--- config.mk ---
export PLATFORM = sky130hd
export DESIGN_NAME = ret_addr_stack
export DESIGN_NICKNAME = d
export VERILOG_FILES = /design/src/rtl/rs_pkg.sv /design/src/rtl/rs_ptr_ctrl.sv /design/src/rtl/rs_store.sv /design/src/rtl/ret_addr_stack.sv
export SDC_FILE = /design/constraint.sdc
export NUM_CORES = 1
export LEC_CHECK = 0
export BUFFER_PORTS_ARGS = -buffer_cell sky130_fd_sc_hd__buf_2
export CAP_MARGIN = 20
export CORE_MARGIN = 2
export CORE_UTILIZATION = 53
export CTS_CLUSTER_SIZE = 12
export DETAILED_ROUTE_END_ITERATION = 10
export PLACE_DENSITY_LB_ADDON = 0.1
export SKIP_LAST_GASP = 1
export SYNTH_ARGS = -nofsm -noshare
export SYNTH_HDL_FRONTEND = slang
export SYNTH_SLANG_ARGS = --single-unit
export TNS_END_PERCENT = 10
--- constraint.sdc ---
create_clock -name clk -period 4.2 [get_ports clk]
set_input_delay 0.42 -clock clk [delete_from_list [all_inputs] [get_ports clk]]
set_output_delay 0.42 -clock clk [all_outputs]
set_load 0.01 [all_outputs]
--- src/rtl/rs_pkg.sv ---
package rs_pkg;
  typedef enum logic [2:0] {
    RS_IDLE,
    RS_SETPTR,
    RS_SETTOS,
    RS_PUSH,
    RS_POP
  } rs_op_e;

  // register writes outrank stack traffic; push outranks pop
  function automatic rs_op_e rs_pick(input logic ptr_we, input logic tos_we,
                                     input logic push, input logic pop);
    if (ptr_we)      return RS_SETPTR;
    else if (tos_we) return RS_SETTOS;
    else if (push)   return RS_PUSH;
    else if (pop)    return RS_POP;
    else             return RS_IDLE;
  endfunction
endpackage

--- src/rtl/rs_ptr_ctrl.sv ---
module rs_ptr_ctrl
  import rs_pkg::*;
#(
  parameter int DEPTH = 31,
  parameter int PW    = $clog2(DEPTH + 1)
) (
  input  logic          clk,
  input  logic          rst_n,
  input  rs_op_e        op,
  input  logic [PW-1:0] wdata,
  output logic [PW-1:0] ptr_q,
  output logic          ovf_q,
  output logic          unf_q,
  output logic          full,
  output logic          empty,
  output logic          wr_en,
  output logic [PW-1:0] wr_idx
);
  localparam logic [PW-1:0] TOP = PW'(DEPTH);

  logic [PW-1:0] ptr_inc;
  logic [PW-1:0] ptr_dec;
  logic [PW-1:0] wdata_cl;

  assign full     = (ptr_q == TOP);
  assign empty    = (ptr_q == '0);
  assign ptr_inc  = ptr_q + 1'b1;
  assign ptr_dec  = ptr_q - 1'b1;
  assign wdata_cl = (wdata > TOP) ? TOP : wdata;

  always_comb begin
    wr_en  = 1'b0;
    wr_idx = ptr_q;
    unique case (op)
      RS_PUSH: begin
        wr_en  = !full;
        wr_idx = ptr_inc;
      end
      RS_SETTOS: wr_en = !empty;
      default: ;
    endcase
  end

  always_ff @(posedge clk) begin
    if (!rst_n) begin
      ptr_q <= '0;
      ovf_q <= 1'b0;
      unf_q <= 1'b0;
    end else begin
      unique case (op)
        RS_SETPTR: begin
          ptr_q <= wdata_cl;
          ovf_q <= 1'b0;
          unf_q <= 1'b0;
        end
        RS_PUSH: begin
          if (full) ovf_q <= 1'b1;
          else      ptr_q <= ptr_inc;
        end
        RS_POP: begin
          if (empty) unf_q <= 1'b1;
          else       ptr_q <= ptr_dec;
        end
        default: ;
      endcase
    end
  end
endmodule

--- src/rtl/rs_store.sv ---
module rs_store #(
  parameter int DEPTH = 31,
  parameter int AW    = 21,
  parameter int PW    = $clog2(DEPTH + 1)
) (
  input  logic          clk,
  input  logic          rst_n,
  input  logic          wr_en,
  input  logic [PW-1:0] wr_idx,
  input  logic [AW-1:0] wr_data,
  input  logic [PW-1:0] rd_idx,
  output logic [AW-1:0] rd_data
);
  // level 0 is the empty position and owns no storage
  logic [AW-1:0] ent [1:DEPTH];
  logic [DEPTH:1] hit_w;
  logic [DEPTH:1] hit_r;

  for (genvar e = 1; e <= DEPTH; e++) begin : g_dec
    assign hit_w[e] = wr_en && (wr_idx == PW'(e));
    assign hit_r[e] = (rd_idx == PW'(e));
  end

  always_ff @(posedge clk) begin
    if (!rst_n) begin
      for (int e = 1; e <= DEPTH; e++) ent[e] <= '0;
    end else begin
      for (int e = 1; e <= DEPTH; e++)
        if (hit_w[e]) ent[e] <= wr_data;
    end
  end

  always_comb begin
    rd_data = '0;
    for (int e = 1; e <= DEPTH; e++)
      if (hit_r[e]) rd_data = ent[e];
  end
endmodule

--- src/rtl/ret_addr_stack.sv ---
module ret_addr_stack
  import rs_pkg::*;
#(
  parameter int DEPTH = 31,
  parameter int AW    = 21,
  parameter int PW    = $clog2(DEPTH + 1)
) (
  input  logic          clk,
  input  logic          rst_n,
  input  logic          push_i,
  input  logic          pop_i,
  input  logic [AW-1:0] push_pc_i,
  input  logic          ptr_we_i,
  input  logic [PW-1:0] ptr_wdata_i,
  input  logic          tos_we_i,
  input  logic [AW-1:0] tos_wdata_i,
  output logic [AW-1:0] pop_addr_o,
  output logic [PW-1:0] ptr_o,
  output logic [AW-1:0] tos_o,
  output logic          full_o,
  output logic          ovf_o,
  output logic          unf_o
);
  rs_op_e        op;
  logic          empty;
  logic          wr_en;
  logic [PW-1:0] wr_idx;
  logic [AW-1:0] wr_data;
  logic [AW-1:0] rd_data;

  assign op      = rs_pick(ptr_we_i, tos_we_i, push_i, pop_i);
  assign wr_data = (op == RS_PUSH) ? push_pc_i : tos_wdata_i;

  rs_ptr_ctrl #(.DEPTH(DEPTH), .PW(PW)) u_ptr (
    .clk    (clk),
    .rst_n  (rst_n),
    .op     (op),
    .wdata  (ptr_wdata_i),
    .ptr_q  (ptr_o),
    .ovf_q  (ovf_o),
    .unf_q  (unf_o),
    .full   (full_o),
    .empty  (empty),
    .wr_en  (wr_en),
    .wr_idx (wr_idx)
  );

  rs_store #(.DEPTH(DEPTH), .AW(AW), .PW(PW)) u_store (
    .clk     (clk),
    .rst_n   (rst_n),
    .wr_en   (wr_en),
    .wr_idx  (wr_idx),
    .wr_data (wr_data),
    .rd_idx  (ptr_o),
    .rd_data (rd_data)
  );

  assign tos_o = rd_data;

  always_ff @(posedge clk) begin
    if (!rst_n)            pop_addr_o <= '0;
    else if (op == RS_POP) pop_addr_o <= empty ? '0 : rd_data;
  end
endmodule

==> flow_metrics.env <==
export IMPL_grt_use_total_pct=41.75
export IMPL_dr_total_vias=26690
export IMPL_holdPathEnd="u_ptr.ptr_q[1]"
export IMPL_timing_clock_skew_ps=17.00
export IMPL_maximum_number_of_pins_on_one_net_before_global_route_repair=32
export IMPL_cp_arrival_ps=3910
export IMPL_synth_cell_type_count=97
export IMPL_final_area_um2=38210
export IMPL_fillers=4623
export IMPL_holdCritPathClass="primary input to register"
export IMPL_initial_drc_count=4173
export IMPL_post_route_drc_count=0
export IMPL_max_stage_delay_ps=390
export IMPL_cts_root_buf="sky130_fd_sc_hd__clkbuf_16"
export IMPL_antenna_found_initial=7
export IMPL_multi_input_comb_area_um2=11330
export IMPL_area_growth_pct=21.36
export IMPL_postSynthRegisterBits=679
export IMPL_highest_fanout_seen_on_the_critical_path=15
export IMPL_place_detailed_hpwl_mm=85.44
export IMPL_routed_via_density=6.801
export IMPL_rr_worst_depth=10
export IMPL_post_route_cells_drive_above_1_share_pct=23.11
export IMPL_syn_mean_instance_area_um2=11.03
export IMPL_count_of_placed_standard_cells_in_the_final_layout_fillers_left_out=3925
export IMPL_fp_dieH_um=247.7
export IMPL_clock_pin_slew_on_the_worst_setup_and_hold_paths_ps=60
export IMPL_timing_final_hold_violations=0
export IMPL_ys_flop_type="sky130_fd_sc_hd__edfxtp_1"
export IMPL_timing_critical_path_from_type="register"
export IMPL_synthesis_yosys_warnings=0
export IMPL_htree_num_levels=3
export IMPL_place_area_um2=34570
export IMPL_slowest_cell_on_crit_path="sky130_fd_sc_hd__dfxtp_4"
export IMPL_worstHoldStart="ptr_wdata_i[1]"
export IMPL_drv_slew=0
export IMPL_post_cts_hold_buffer_count=0
export IMPL_worst_slew_pin_transition_ps=1055
export IMPL_ios=103
export IMPL_fmax_mhz=230.9
export IMPL_finalWorstPathRequiredPeriod_ps=4332
export IMPL_final_cycle_utilization_of_the_critical_path_pct=103.1
export IMPL_critical_path_startpoint="u_ptr.ptr_q[1]"
export IMPL_status="finished with violations"
export IMPL_timing_final_ws_setup_ps=-131.6
export IMPL_synthesis_instances=2855
export IMPL_die_width_um=247.7
export IMPL_endpoint_required_time_on_the_critical_path_ps=3780
export IMPL_floorplan_core_area_um2=58910
export IMPL_drt_wl_total_mm=128.7
export IMPL_final_core_utilization_pct=64.86
export IMPL_seq_area_frac_synth_pct=63.88
export IMPL_worst_skew_late_latency_ps=630
export IMPL_syn_nets=2916
export IMPL_die_area_um2=61370
export IMPL_first_global_vias=25020
export IMPL_clock_tree_from_tritoncts="yes"
export IMPL_register_area_um2=20130
export IMPL_std_cell_rows=89
export IMPL_detail_route_antenna_nets=0
export IMPL_synth_edf_count=651
export IMPL_port_buffers=102
export IMPL_final_setup_viol_count=9
export IMPL_overflow=0
export IMPL_worst_slew_margin_rel_pct=29.50
export IMPL_clockBufferDepth=3
export IMPL_post_synthesis_cell_area_um2=31480
export IMPL_cts_buffers=76
export IMPL_power_per_cell_area_nw_per_um2=430.9
export IMPL_cts_sinks=679
export IMPL_rsz_0062_raised_after_global_routing="yes"
export IMPL_fin_hold_ws_ps=164.7
export IMPL_first_pass_iters=7
export IMPL_hold_depth=3
export IMPL_async_flop_share_pct=0
export IMPL_cap_violations=0
export IMPL_reg2reg_to="u_store.ent[0][87]"
export IMPL_leakage_nw=14.52
export IMPL_layout_nets=3151
export IMPL_violations="negative setup slack"
export IMPL_regToRegStartpoint="u_ptr.ptr_q[4]"
export IMPL_effective_utilization_at_floorplan_pct=53.44
export IMPL_crit_chain="clkinvlp_4 -> ha_4 -> buf_4 -> buf_6 -> and4bb_2 -> buf_6 -> a22oi_1 -> o221ai_1 -> a21oi_2 -> nor3b_2 -> buf_4 -> o221ai_2 -> buf_2"
export IMPL_grt_first_pass_wirelength_mm=179.8
export IMPL_vdd_drop_max_uv=384.0
export IMPL_tns_ps=-515.0
export IMPL_placed_cells=3747
export IMPL_timing_critical_path_to_type="output pin"
export IMPL_setup_worst_path_class="register to output pin"
export IMPL_gp_congestion=1.041
export IMPL_worst_r2r_setup_slack_ps=500
export IMPL_wl_per_cell_um=32.80
## worst max-delay path: cells and delay by family (launching register included)
family / cells / cell delay [ps]
buf+inv: 6 / 1030
simple gates: 2 / 620
compound gates: 4 / 980
fa+ha+maj: 1 / 220
flops: 1 / 390
## worst max path at each step
stage                              to  cells past startpoint
floorplan           u_store.ent[1][0]                     13
global placement             tos_o[4]                     13
detailed placement           tos_o[9]                     12
CTS                         tos_o[18]                     15
global route                 tos_o[7]                     13
finish                      tos_o[20]                     13
## per-layer routing
| metal | vias to the layer above | global-route usage (%) | wire [um] |
|---|---|---|---|
| met5 | - | 0 | 54 |
| met4 | 8 | 20.55 | 7467 |
| met3 | 423 | 13.24 | 19130 |
| met2 | 2133 | 59.84 | 54660 |
| met1 | 13120 | 57.51 | 47400 |
| li1 | 11010 | - | - |
## placed cells by master (no fill, tap or decap), types with 17 or more instances in the layout
master / Yosys / layout
sky130_fd_sc_hd__a21oi_1: 108 / 100
sky130_fd_sc_hd__a221oi_1: 36 / 31
sky130_fd_sc_hd__a22o_1: 31 / 31
sky130_fd_sc_hd__a22oi_1: 39 / 38
sky130_fd_sc_hd__a32oi_1: 17 / 17
sky130_fd_sc_hd__buf_2: 67 / 102
sky130_fd_sc_hd__buf_4: 8 / 281
sky130_fd_sc_hd__buf_6: 6 / 17
sky130_fd_sc_hd__clkbuf_1: 176 / 22
sky130_fd_sc_hd__clkbuf_16: 0 / 78
sky130_fd_sc_hd__dfxtp_1: 28 / 23
sky130_fd_sc_hd__edfxtp_1: 651 / 651
sky130_fd_sc_hd__mux2i_4: 0 / 21
sky130_fd_sc_hd__nand2_1: 197 / 195
sky130_fd_sc_hd__nand3_1: 41 / 40
sky130_fd_sc_hd__nor2_1: 793 / 789
sky130_fd_sc_hd__nor3_1: 30 / 25
sky130_fd_sc_hd__o211ai_1: 17 / 17
sky130_fd_sc_hd__o21ai_0: 142 / 98
sky130_fd_sc_hd__o21ai_2: 1 / 40
sky130_fd_sc_hd__o221ai_1: 34 / 32
sky130_fd_sc_hd__o22ai_1: 60 / 57
## state kept, by name, summed over array words and instances (netlist names)
name         flops
u_ptr.unf_q      1
u_ptr.ovf_q      1
u_store.ent    651
u_ptr.ptr_q      5
pop_addr_o      21
## repair_timing
| item | 4_1_cts | 5_1_grt |
|---|---|---|
| setup endpoints to repair | 21 | 21 |
| resized for setup | 91 | 82 |
| buffers inserted | 6 | 29 |
| cloned | 1 | 2 |
| pin swaps | 12 | 30 |
## cells by family after synthesis
kind of cell | synth area share, %
XOR/XNOR | 0.05565
AO/OA/AOI/OAI | 14.23
AND/OR/NAND/NOR | 16.90
adder cells (fa/ha/maj) | 0.3180
flip-flops | 63.88
buffers and inverters | 3.863
multiplexers | 0.7631
## synth_stat cells, types with 7 or more instances
master | number | share of area (%)
sky130_fd_sc_hd__o2bb2ai_1 | 8 | 0.22
sky130_fd_sc_hd__and3_1 | 10 | 0.20
sky130_fd_sc_hd__nand3_1 | 41 | 0.65
sky130_fd_sc_hd__nand4bb_1 | 8 | 0.29
sky130_fd_sc_hd__a221oi_1 | 36 | 1.0
sky130_fd_sc_hd__mux2i_1 | 24 | 0.76
sky130_fd_sc_hd__o221ai_1 | 34 | 0.95
sky130_fd_sc_hd__and2_1 | 8 | 0.16
sky130_fd_sc_hd__buf_1 | 8 | 0.095
sky130_fd_sc_hd__o211ai_1 | 17 | 0.41
sky130_fd_sc_hd__buf_4 | 8 | 0.19
sky130_fd_sc_hd__and4b_1 | 10 | 0.32
sky130_fd_sc_hd__a211oi_1 | 17 | 0.41
sky130_fd_sc_hd__nand2b_1 | 15 | 0.30
sky130_fd_sc_hd__nor2_1 | 793 | 9.5
sky130_fd_sc_hd__buf_2 | 67 | 1.1
sky130_fd_sc_hd__o21ai_1 | 11 | 0.17
sky130_fd_sc_hd__a32oi_1 | 17 | 0.47
sky130_fd_sc_hd__a21oi_1 | 108 | 1.7
sky130_fd_sc_hd__inv_1 | 10 | 0.12
sky130_fd_sc_hd__o22ai_1 | 60 | 1.2
sky130_fd_sc_hd__or3_1 | 8 | 0.16
sky130_fd_sc_hd__o31ai_1 | 7 | 0.17
sky130_fd_sc_hd__nand2_1 | 197 | 2.3
sky130_fd_sc_hd__nor2b_1 | 16 | 0.32
sky130_fd_sc_hd__o21ai_0 | 142 | 2.3
sky130_fd_sc_hd__a221o_1 | 13 | 0.41
sky130_fd_sc_hd__o2111ai_1 | 13 | 0.36
sky130_fd_sc_hd__edfxtp_1 | 651 | 62
sky130_fd_sc_hd__clkbuf_1 | 176 | 2.1
sky130_fd_sc_hd__a22o_1 | 31 | 0.86
sky130_fd_sc_hd__nor3b_1 | 7 | 0.17
sky130_fd_sc_hd__nand4b_1 | 9 | 0.25
sky130_fd_sc_hd__a2111oi_0 | 10 | 0.28
sky130_fd_sc_hd__nor3_1 | 30 | 0.48
sky130_fd_sc_hd__a22oi_1 | 39 | 0.93
sky130_fd_sc_hd__nand4_1 | 11 | 0.22
sky130_fd_sc_hd__ha_1 | 8 | 0.32
sky130_fd_sc_hd__a31oi_1 | 13 | 0.26
sky130_fd_sc_hd__dfxtp_1 | 28 | 1.8
## metrics by stage
stage	setup slack (ps)	total power [mW]
after detailed placement	-237.2	9.661
final	-131.6	16.46
after global routing	-86.64	16.75
after floorplan	-412.3	8.638
after global placement	-313.4	9.643
after CTS	-58.98	16.27
## where the power goes
group	switching, mW	internal (mW)
sequential	0.104	7.63
clock	2.78	3.85
combinational	1.41	0.682
total	4.30	12.2
## final cells by class
class,count,share of cell area (%)
inverters,14,0.1637
well taps,773,2.531
multi-input cells,1895,29.65
clock buffers,102,5.338
flip-flops and latches,679,52.68
diodes,2,0.01310
repair buffers,424,8.629
clock inverters,36,0.9955
Note: power is estimated with default switching activity, not from simulation.
